$ cat src/rtl/sram_tm_pkg.sv
package sram_tm_pkg;

  typedef enum logic [2:0] {
    PH_IDLE    = 3'd0,
    PH_RD_ACC  = 3'd1,
    PH_RD_REC  = 3'd2,
    PH_WR_ACC  = 3'd3,
    PH_WR_HOLD = 3'd4
  } phase_t;

  // Rounded-up clock count for a time, never below one clock.
  function automatic int unsigned ns_to_clk(input int unsigned t_ns,
                                            input int unsigned period_ns);
    int unsigned n;
    n = (t_ns + period_ns - 1) / period_ns;
    if (n == 0) n = 1;
    return n;
  endfunction

  function automatic int unsigned max2(input int unsigned a, input int unsigned b);
    return (a > b) ? a : b;
  endfunction

  function automatic int unsigned max3(input int unsigned a, input int unsigned b,
                                       input int unsigned c);
    return max2(max2(a, b), c);
  endfunction

  function automatic int unsigned cnt_width(input int unsigned max_val);
    int unsigned w;
    w = 1;
    while ((1 << w) <= max_val) w++;
    return w;
  endfunction

endpackage

$ cat src/rtl/sram_tm_seq.sv
module sram_tm_seq
  import sram_tm_pkg::*;
#(
  parameter int unsigned RD_ACC  = 18,
  parameter int unsigned RD_REC  = 7,
  parameter int unsigned WR_ACC  = 18,
  parameter int unsigned WR_HOLD = 2,
  parameter int unsigned CNT_W   = 5
) (
  input  logic   clk,
  input  logic   rst_n,
  input  logic   accept,
  input  logic   req_write,
  output phase_t phase,
  output logic   phase_done,
  output logic   capture_en
);

  logic [CNT_W-1:0] cnt;

  assign phase_done = (phase != PH_IDLE) && (cnt == '0);
  assign capture_en = (phase == PH_RD_ACC) && phase_done;

  always_ff @(posedge clk or negedge rst_n) begin
    if (!rst_n) begin
      phase <= PH_IDLE;
      cnt   <= '0;
    end else begin
      case (phase)
        PH_IDLE: begin
          if (accept) begin
            if (req_write) begin
              phase <= PH_WR_ACC;
              cnt   <= CNT_W'(WR_ACC - 1);
            end else begin
              phase <= PH_RD_ACC;
              cnt   <= CNT_W'(RD_ACC - 1);
            end
          end
        end
        PH_RD_ACC: begin
          if (phase_done) begin
            phase <= PH_RD_REC;
            cnt   <= CNT_W'(RD_REC - 1);
          end else begin
            cnt <= cnt - 1'b1;
          end
        end
        PH_WR_ACC: begin
          if (phase_done) begin
            phase <= PH_WR_HOLD;
            cnt   <= CNT_W'(WR_HOLD - 1);
          end else begin
            cnt <= cnt - 1'b1;
          end
        end
        PH_RD_REC, PH_WR_HOLD: begin
          if (phase_done) begin
            phase <= PH_IDLE;
            cnt   <= '0;
          end else begin
            cnt <= cnt - 1'b1;
          end
        end
        default: begin
          phase <= PH_IDLE;
          cnt   <= '0;
        end
      endcase
    end
  end

endmodule

$ cat src/rtl/sram_tm_dpath.sv
module sram_tm_dpath #(
  parameter int unsigned ADDR_W = 11,
  parameter int unsigned DATA_W = 8
) (
  input  logic              clk,
  input  logic              rst_n,
  input  logic              accept,
  input  logic [ADDR_W-1:0] req_addr,
  input  logic [DATA_W-1:0] req_wdata,
  input  logic              capture_en,
  input  logic [DATA_W-1:0] sram_dq_in,
  output logic [ADDR_W-1:0] sram_addr,
  output logic [DATA_W-1:0] sram_dq_out,
  output logic              rsp_valid,
  output logic [DATA_W-1:0] rsp_rdata
);

  always_ff @(posedge clk or negedge rst_n) begin
    if (!rst_n) begin
      sram_addr   <= '0;
      sram_dq_out <= '0;
    end else if (accept) begin
      sram_addr   <= req_addr;
      sram_dq_out <= req_wdata;
    end
  end

  always_ff @(posedge clk or negedge rst_n) begin
    if (!rst_n) begin
      rsp_valid <= 1'b0;
      rsp_rdata <= '0;
    end else begin
      rsp_valid <= capture_en;
      if (capture_en) rsp_rdata <= sram_dq_in;
    end
  end

endmodule

$ cat src/rtl/sram_timing_master.sv
module sram_timing_master
  import sram_tm_pkg::*;
#(
  parameter int unsigned ADDR_W       = 11,
  parameter int unsigned DATA_W       = 8,
  parameter int unsigned CLK_PERIOD_NS = 4,
  parameter int unsigned T_CYCLE_NS   = 70,
  parameter int unsigned T_ACC_NS     = 70,
  parameter int unsigned T_OE_ACC_NS  = 35,
  parameter int unsigned T_WP_NS      = 50,
  parameter int unsigned T_DS_NS      = 30,
  parameter int unsigned T_DH_NS      = 5,
  parameter int unsigned T_AH_NS      = 5,
  parameter int unsigned T_HZ_NS      = 25
) (
  input  logic              clk,
  input  logic              rst_n,
  input  logic              req_valid,
  output logic              req_ready,
  input  logic              req_write,
  input  logic [ADDR_W-1:0] req_addr,
  input  logic [DATA_W-1:0] req_wdata,
  output logic              rsp_valid,
  output logic [DATA_W-1:0] rsp_rdata,
  output logic [ADDR_W-1:0] sram_addr,
  output logic [DATA_W-1:0] sram_dq_out,
  input  logic [DATA_W-1:0] sram_dq_in,
  output logic              sram_dq_oe,
  output logic              sram_ce_n,
  output logic              sram_oe_n,
  output logic              sram_we_n
);

  localparam int unsigned RD_ACC_CLKS = max3(ns_to_clk(T_CYCLE_NS, CLK_PERIOD_NS),
                                             ns_to_clk(T_ACC_NS, CLK_PERIOD_NS),
                                             ns_to_clk(T_OE_ACC_NS, CLK_PERIOD_NS));
  localparam int unsigned RD_REC_CLKS = max2(ns_to_clk(T_HZ_NS, CLK_PERIOD_NS),
                                             ns_to_clk(T_AH_NS, CLK_PERIOD_NS));
  localparam int unsigned WR_ACC_CLKS = max3(ns_to_clk(T_CYCLE_NS, CLK_PERIOD_NS),
                                             ns_to_clk(T_WP_NS, CLK_PERIOD_NS),
                                             ns_to_clk(T_DS_NS, CLK_PERIOD_NS));
  localparam int unsigned WR_HOLD_CLKS = max2(ns_to_clk(T_DH_NS, CLK_PERIOD_NS),
                                              ns_to_clk(T_AH_NS, CLK_PERIOD_NS));
  localparam int unsigned CNT_W = cnt_width(max2(RD_ACC_CLKS, WR_ACC_CLKS));

  // Named internal events for the checker
  phase_t phase;
  logic   phase_done;
  logic   capture_en;
  logic   accept;

  assign req_ready = (phase == PH_IDLE);
  assign accept    = req_valid && req_ready;

  assign sram_ce_n  = !((phase == PH_RD_ACC) || (phase == PH_WR_ACC));
  assign sram_oe_n  = (phase != PH_RD_ACC);
  assign sram_we_n  = (phase != PH_WR_ACC);
  assign sram_dq_oe = (phase == PH_WR_ACC) || (phase == PH_WR_HOLD);

  sram_tm_seq #(
    .RD_ACC (RD_ACC_CLKS),
    .RD_REC (RD_REC_CLKS),
    .WR_ACC (WR_ACC_CLKS),
    .WR_HOLD(WR_HOLD_CLKS),
    .CNT_W  (CNT_W)
  ) u_seq (
    .clk       (clk),
    .rst_n     (rst_n),
    .accept    (accept),
    .req_write (req_write),
    .phase     (phase),
    .phase_done(phase_done),
    .capture_en(capture_en)
  );

  sram_tm_dpath #(
    .ADDR_W(ADDR_W),
    .DATA_W(DATA_W)
  ) u_dpath (
    .clk        (clk),
    .rst_n      (rst_n),
    .accept     (accept),
    .req_addr   (req_addr),
    .req_wdata  (req_wdata),
    .capture_en (capture_en),
    .sram_dq_in (sram_dq_in),
    .sram_addr  (sram_addr),
    .sram_dq_out(sram_dq_out),
    .rsp_valid  (rsp_valid),
    .rsp_rdata  (rsp_rdata)
  );

endmodule

$ cat config.mk
export PLATFORM = sky130hd
export DESIGN_NAME = sram_timing_master
export DESIGN_NICKNAME = d
export VERILOG_FILES = /design/src/rtl/sram_tm_pkg.sv /design/src/rtl/sram_tm_seq.sv /design/src/rtl/sram_tm_dpath.sv /design/src/rtl/sram_timing_master.sv
export SDC_FILE = /design/constraint.sdc
export NUM_CORES = 1
export LEC_CHECK = 0
export ABC_AREA = 1
export BUFFER_PORTS_ARGS = -buffer_cell sky130_fd_sc_hd__buf_2
export CELL_PAD_IN_SITES_DETAIL_PLACEMENT = 1
export CELL_PAD_IN_SITES_GLOBAL_PLACEMENT = 1
export CORE_ASPECT_RATIO = 1.25
export CORE_UTILIZATION = 34
export DETAILED_ROUTE_END_ITERATION = 8
export PLACE_DENSITY = 0.88
export SLEW_MARGIN = 20
export SYNTH_ARGS = -nofsm -noshare
export SYNTH_HDL_FRONTEND = slang
export SYNTH_HIERARCHICAL = 1
export SYNTH_SLANG_ARGS = --single-unit
$ cat constraint.sdc
create_clock -name clk -period 1.97 [get_ports clk]
set_input_delay 0.0985 -clock clk [delete_from_list [all_inputs] [get_ports clk]]
set_output_delay 0.0985 -clock clk [all_outputs]
set_load 0.05 [all_outputs]
# == Yosys cells after proc, flatten, opt, wreduce, memory -nomap -nowiden ==
# Cells that the tools add are included.
# word_totals
ff_bits,36
in_bits,31
output_inout_bits,33
word_cells,39
# op_classes
n_addsub,1
eq_ne,10
muxes,11
n_reduce_logical,11
# op_table
operator,n
2-to-1 mux 5 bit,4
case mux 5 bit (4 select lines),1
2-to-1 mux 3 bit,4
case mux 3 bit (4 select lines),1
inequality test 2 x 1 -> 1 bit (second input constant),4
== test 3 x 2 -> 1 bit (second input constant),2
logical NOT 5 bit,1
subtractor 5 x 1 -> 5 bit (second input constant),1
AND reduction 4 bit,1
== test 3 x 1 -> 1 bit (second input constant),1
== test 3 bit (second input constant),1
logical AND 1 bit,3
logical NOT 3 bit,1
inequality test 3 x 1 -> 1 bit (second input constant),1
inequality test 3 x 2 -> 1 bit (second input constant),1
nonzero test 3 bit,1
logical OR 1 bit,2
2-to-1 mux 2 bit,1
OR reduction 2 bit,1
logical NOT 1 bit,1

# == Longest topological paths before layout ==
# logic_depth
depth_word,4
ltp_mapped,10
depth_no_buf,10

# == Hierarchy ==
# Netlist, hierarchy kept.
# by_module_without_submodules
module,n_inst,cells_each,area_each_um2,seq_area_each_um2
sram_tm_dpath,1,115,1068.5,700.7
sram_tm_seq,1,76,568.0,200.2
sram_timing_master,1,11,51.3,0.0

# == Worst setup path after synthesis ==
# Ideal clock, no wire load.
# synth_timing
path_type,register to output
start,reg u_seq.phase[2]
end,out sram_dq_oe
t_arrival_ps,1455
required_ps,1871
path_slack_ps,417
path_stages_with_launch,4
n_path_buf,0
cell_sequence,dfrtp_1 inv_1 nand3_1 nand2_1
# synth_between
elab_chain_len,2
# synth_rtl
element,line,source
from (decl),sram_tm_seq.sv:14,"output phase_t phase,"
from (signal assigned),sram_tm_seq.sv:26,phase <= PH_IDLE;
from (signal assigned),sram_tm_seq.sv:33,phase <= PH_WR_ACC;
from (signal assigned),sram_tm_seq.sv:36,phase <= PH_RD_ACC;
== test 3 x 2 -> 1 bit / == test 3 bit (equally long branches),sram_timing_master.sv:58,assign sram_dq_oe = (phase == PH_WR_ACC) || (phase == PH_WR_HOLD);
logical OR 1 bit (*),sram_timing_master.sv:58,
to (decl),sram_timing_master.sv:28,"output logic sram_dq_oe,"
# Every way passes the cells marked *; elsewhere a longest branch is shown, timed or not.

# == Final worst setup path ==
# layout_timing
start,reg u_seq.phase[0]
end,reg u_dpath.sram_dq_out[1]
# layout_between
elab_chain_len,2
# layout_rtl
element,line,source
logical NOT 3 bit,sram_timing_master.sv:52,assign req_ready = (phase == PH_IDLE);
logical AND 1 bit,sram_timing_master.sv:53,assign accept = req_valid && req_ready;
named net accept,sram_timing_master.sv:50,logic accept;
to (signal assigned),sram_tm_dpath.sv:24,sram_dq_out <= req_wdata;
to (decl),sram_tm_dpath.sv:13,"output logic [DATA_W-1:0] sram_dq_out,"
# The timed path passes the listed nets, and every way through them passes these cells.
# A chain may end at the register's enable or synchronous reset.

==> summary.txt <==
unrepaired setup endpoints after global routing - false
antenna violations before repair - 0
total global routing overflow - 0
total number of H-tree levels - 2
FILL cells - 620
Syn Inst Count - 201
via count - 1,531
Rel. slew slack - 46.92%
slowest stage delay, CP - 480 ps
area grow syn2layout - 28.45%
vias in the first global route - 1,493
I/O Buffers - 63
post-CTS sizing - 0
DRT Pass-1 Iters - 4
post-route clock period utilization - 79.99%
post-cts hold buffer count - 2
DIE WIDTH - 64.95 microns
critical path arrival - 1750 ps
# setup viols final - 0
Setup TNS - 0 ps
CTS root buffer - clkbuf_8
DP Area - 2036 sq um
worst slew pin tran - 796.1 ps
clock sinks - 36
status - complete, no violations
Routed Antenna Nets - 0
final instance area - 2163 sq um
Hold Startpoint - req_addr[7]
Worst-path clk slew - 70 ps
Ant. Diodes - 0
Final Slew Violations - 0
CTS buffer count - 5
GPL Wtd Cong - 0.7828
Peak Freq - 634.6 MHz
worst path cell trace - nor2_2 > nand2_1 > nor2_2 > buf_4 > inv_2 > nand2_1 > nand2_1
vias per inst - 4.611
layout cells sized above 1 - 33.82%
Post-Syn Area - 1684 sq um
Setup Fix Bufs, Post-CTS - 0
CTS Buffer Depth - 2
Slowest cell on crit path - dfrtp_1
first-pass GRT wire length - 6.672 mm
worst hold slack - 11.98 ps
hold crit path type - input port to flop
footprint of the multi-input gates - 665.6 sq um
initial core utilization - 35.35%
syn avg cell area - 8.379 sq um
residual DRC count - 0
Core Area - 4765 sq um
Die H - 80.69 microns
Worst setup SP type - flop
buffers plus inverters on the worst setup path - 2
WL/cell - 12.28 microns
DPL Wire Length - 2.936 mm
CP delay by family, top - simple AND/OR/NAND/NOR gates
crit path max fanout - 21
Ports - 64
total track usage - 16.66%
RR Startpoint - u_seq/phase[0]
full die area - 5240 sq um
CP endpoint kind - flop
Worst-Skew Late Latency - 290 ps
Final nets - 303
Tmin final - 1576 ps
pin count of the biggest net entering global routing - 37
Req. time, crit path - 2140 ps
register area - 900.9 sq um
Clock Skew - 3.409 ps
Initial DRC Count - 84
syn_nets - 233
post-route core utilization - 45.40%
TritonCTS clock tree - built
total wire length - 4.078 mm
most used cell, CP - nand2_1
number of failing hold endpoints at the final stage - 0
CP startpoint - u_seq/phase[0]
floorplan row count - 28
crit path kind - flop to flop
Yosys warning total - 6
Max Cap Viol - 0
[metrics by stage]
step / std cells / setup slack [ps]
detailed placement: 322 / 429.0
finish: 332 / 394.2
CTS: 332 / 386.0
floorplan: 201 / 416.6
global placement: 322 / 480.2
global route: 332 / 269.0
[worst paths after layout]
path,endpoint,cells after the start,slack [ps]
worst max register to register,u_dpath/sram_dq_out[1],7,390
worst min-delay path,u_dpath/sram_addr[7],3,10
worst max-delay path,u_dpath/sram_dq_out[1],7,390
worst min register to register,u_dpath/sram_addr[0],2,470
max in group asynchronous,u_dpath/sram_dq_out[7],2,1030
min in group asynchronous,u_dpath/rsp_rdata[2],2,440
[worst register-to-register path: stages, from the launching register on]
cell and delay (ps):
dfrtp_1 480, nor2_2 140, nand2_1 90, nor2_2 110, buf_4 260, inv_2 210
nand2_1 120, nand2_1 60
[state kept, by name, indices dropped and copies added (netlist names)]
name / count
u_dpath/sram_addr: 11
u_dpath/rsp_rdata: 8
u_dpath/sram_dq_out: 8
u_seq/cnt: 5
u_seq/phase: 3
u_dpath/rsp_valid: 1
[per-layer routing]
metal	wire (microns)	track usage (%)	vias to the layer above
met5	0	0	-
met4	65	6.667	0
met3	201	4.403	7
met2	2097	29.27	44
met1	1714	18.88	734
li1	-	-	746
[layout by cell type, fill, tap and decap left out, types with 2 or more instances in the layout]
master         instances
nand2_1              107
buf_2                 63
dfrtp_1               36
inv_1                 11
nor2_1                 8
nand3_1                6
inv_2                  6
clkbuf_8               5
nand2_2                4
nor2_2                 3
o21ai_1                3
dlygate4sd3_1          2
buf_4                  2
nand3_4                2
nand3_2                2
xor2_1                 2
nand4_1                2
[cell type report]
type,instances,share of cell area [%]
tap,60,3.470
sequential,36,41.64
inverter,17,2.950
clock buffer,6,3.355
clock inverter,2,1.619
multi-input combinational,144,30.77
timing repair buffer,67,16.19
Power is left out: the tool's default activity adds up to more than one toggle a clock period on the data nets, which glitch-free logic cannot reach.
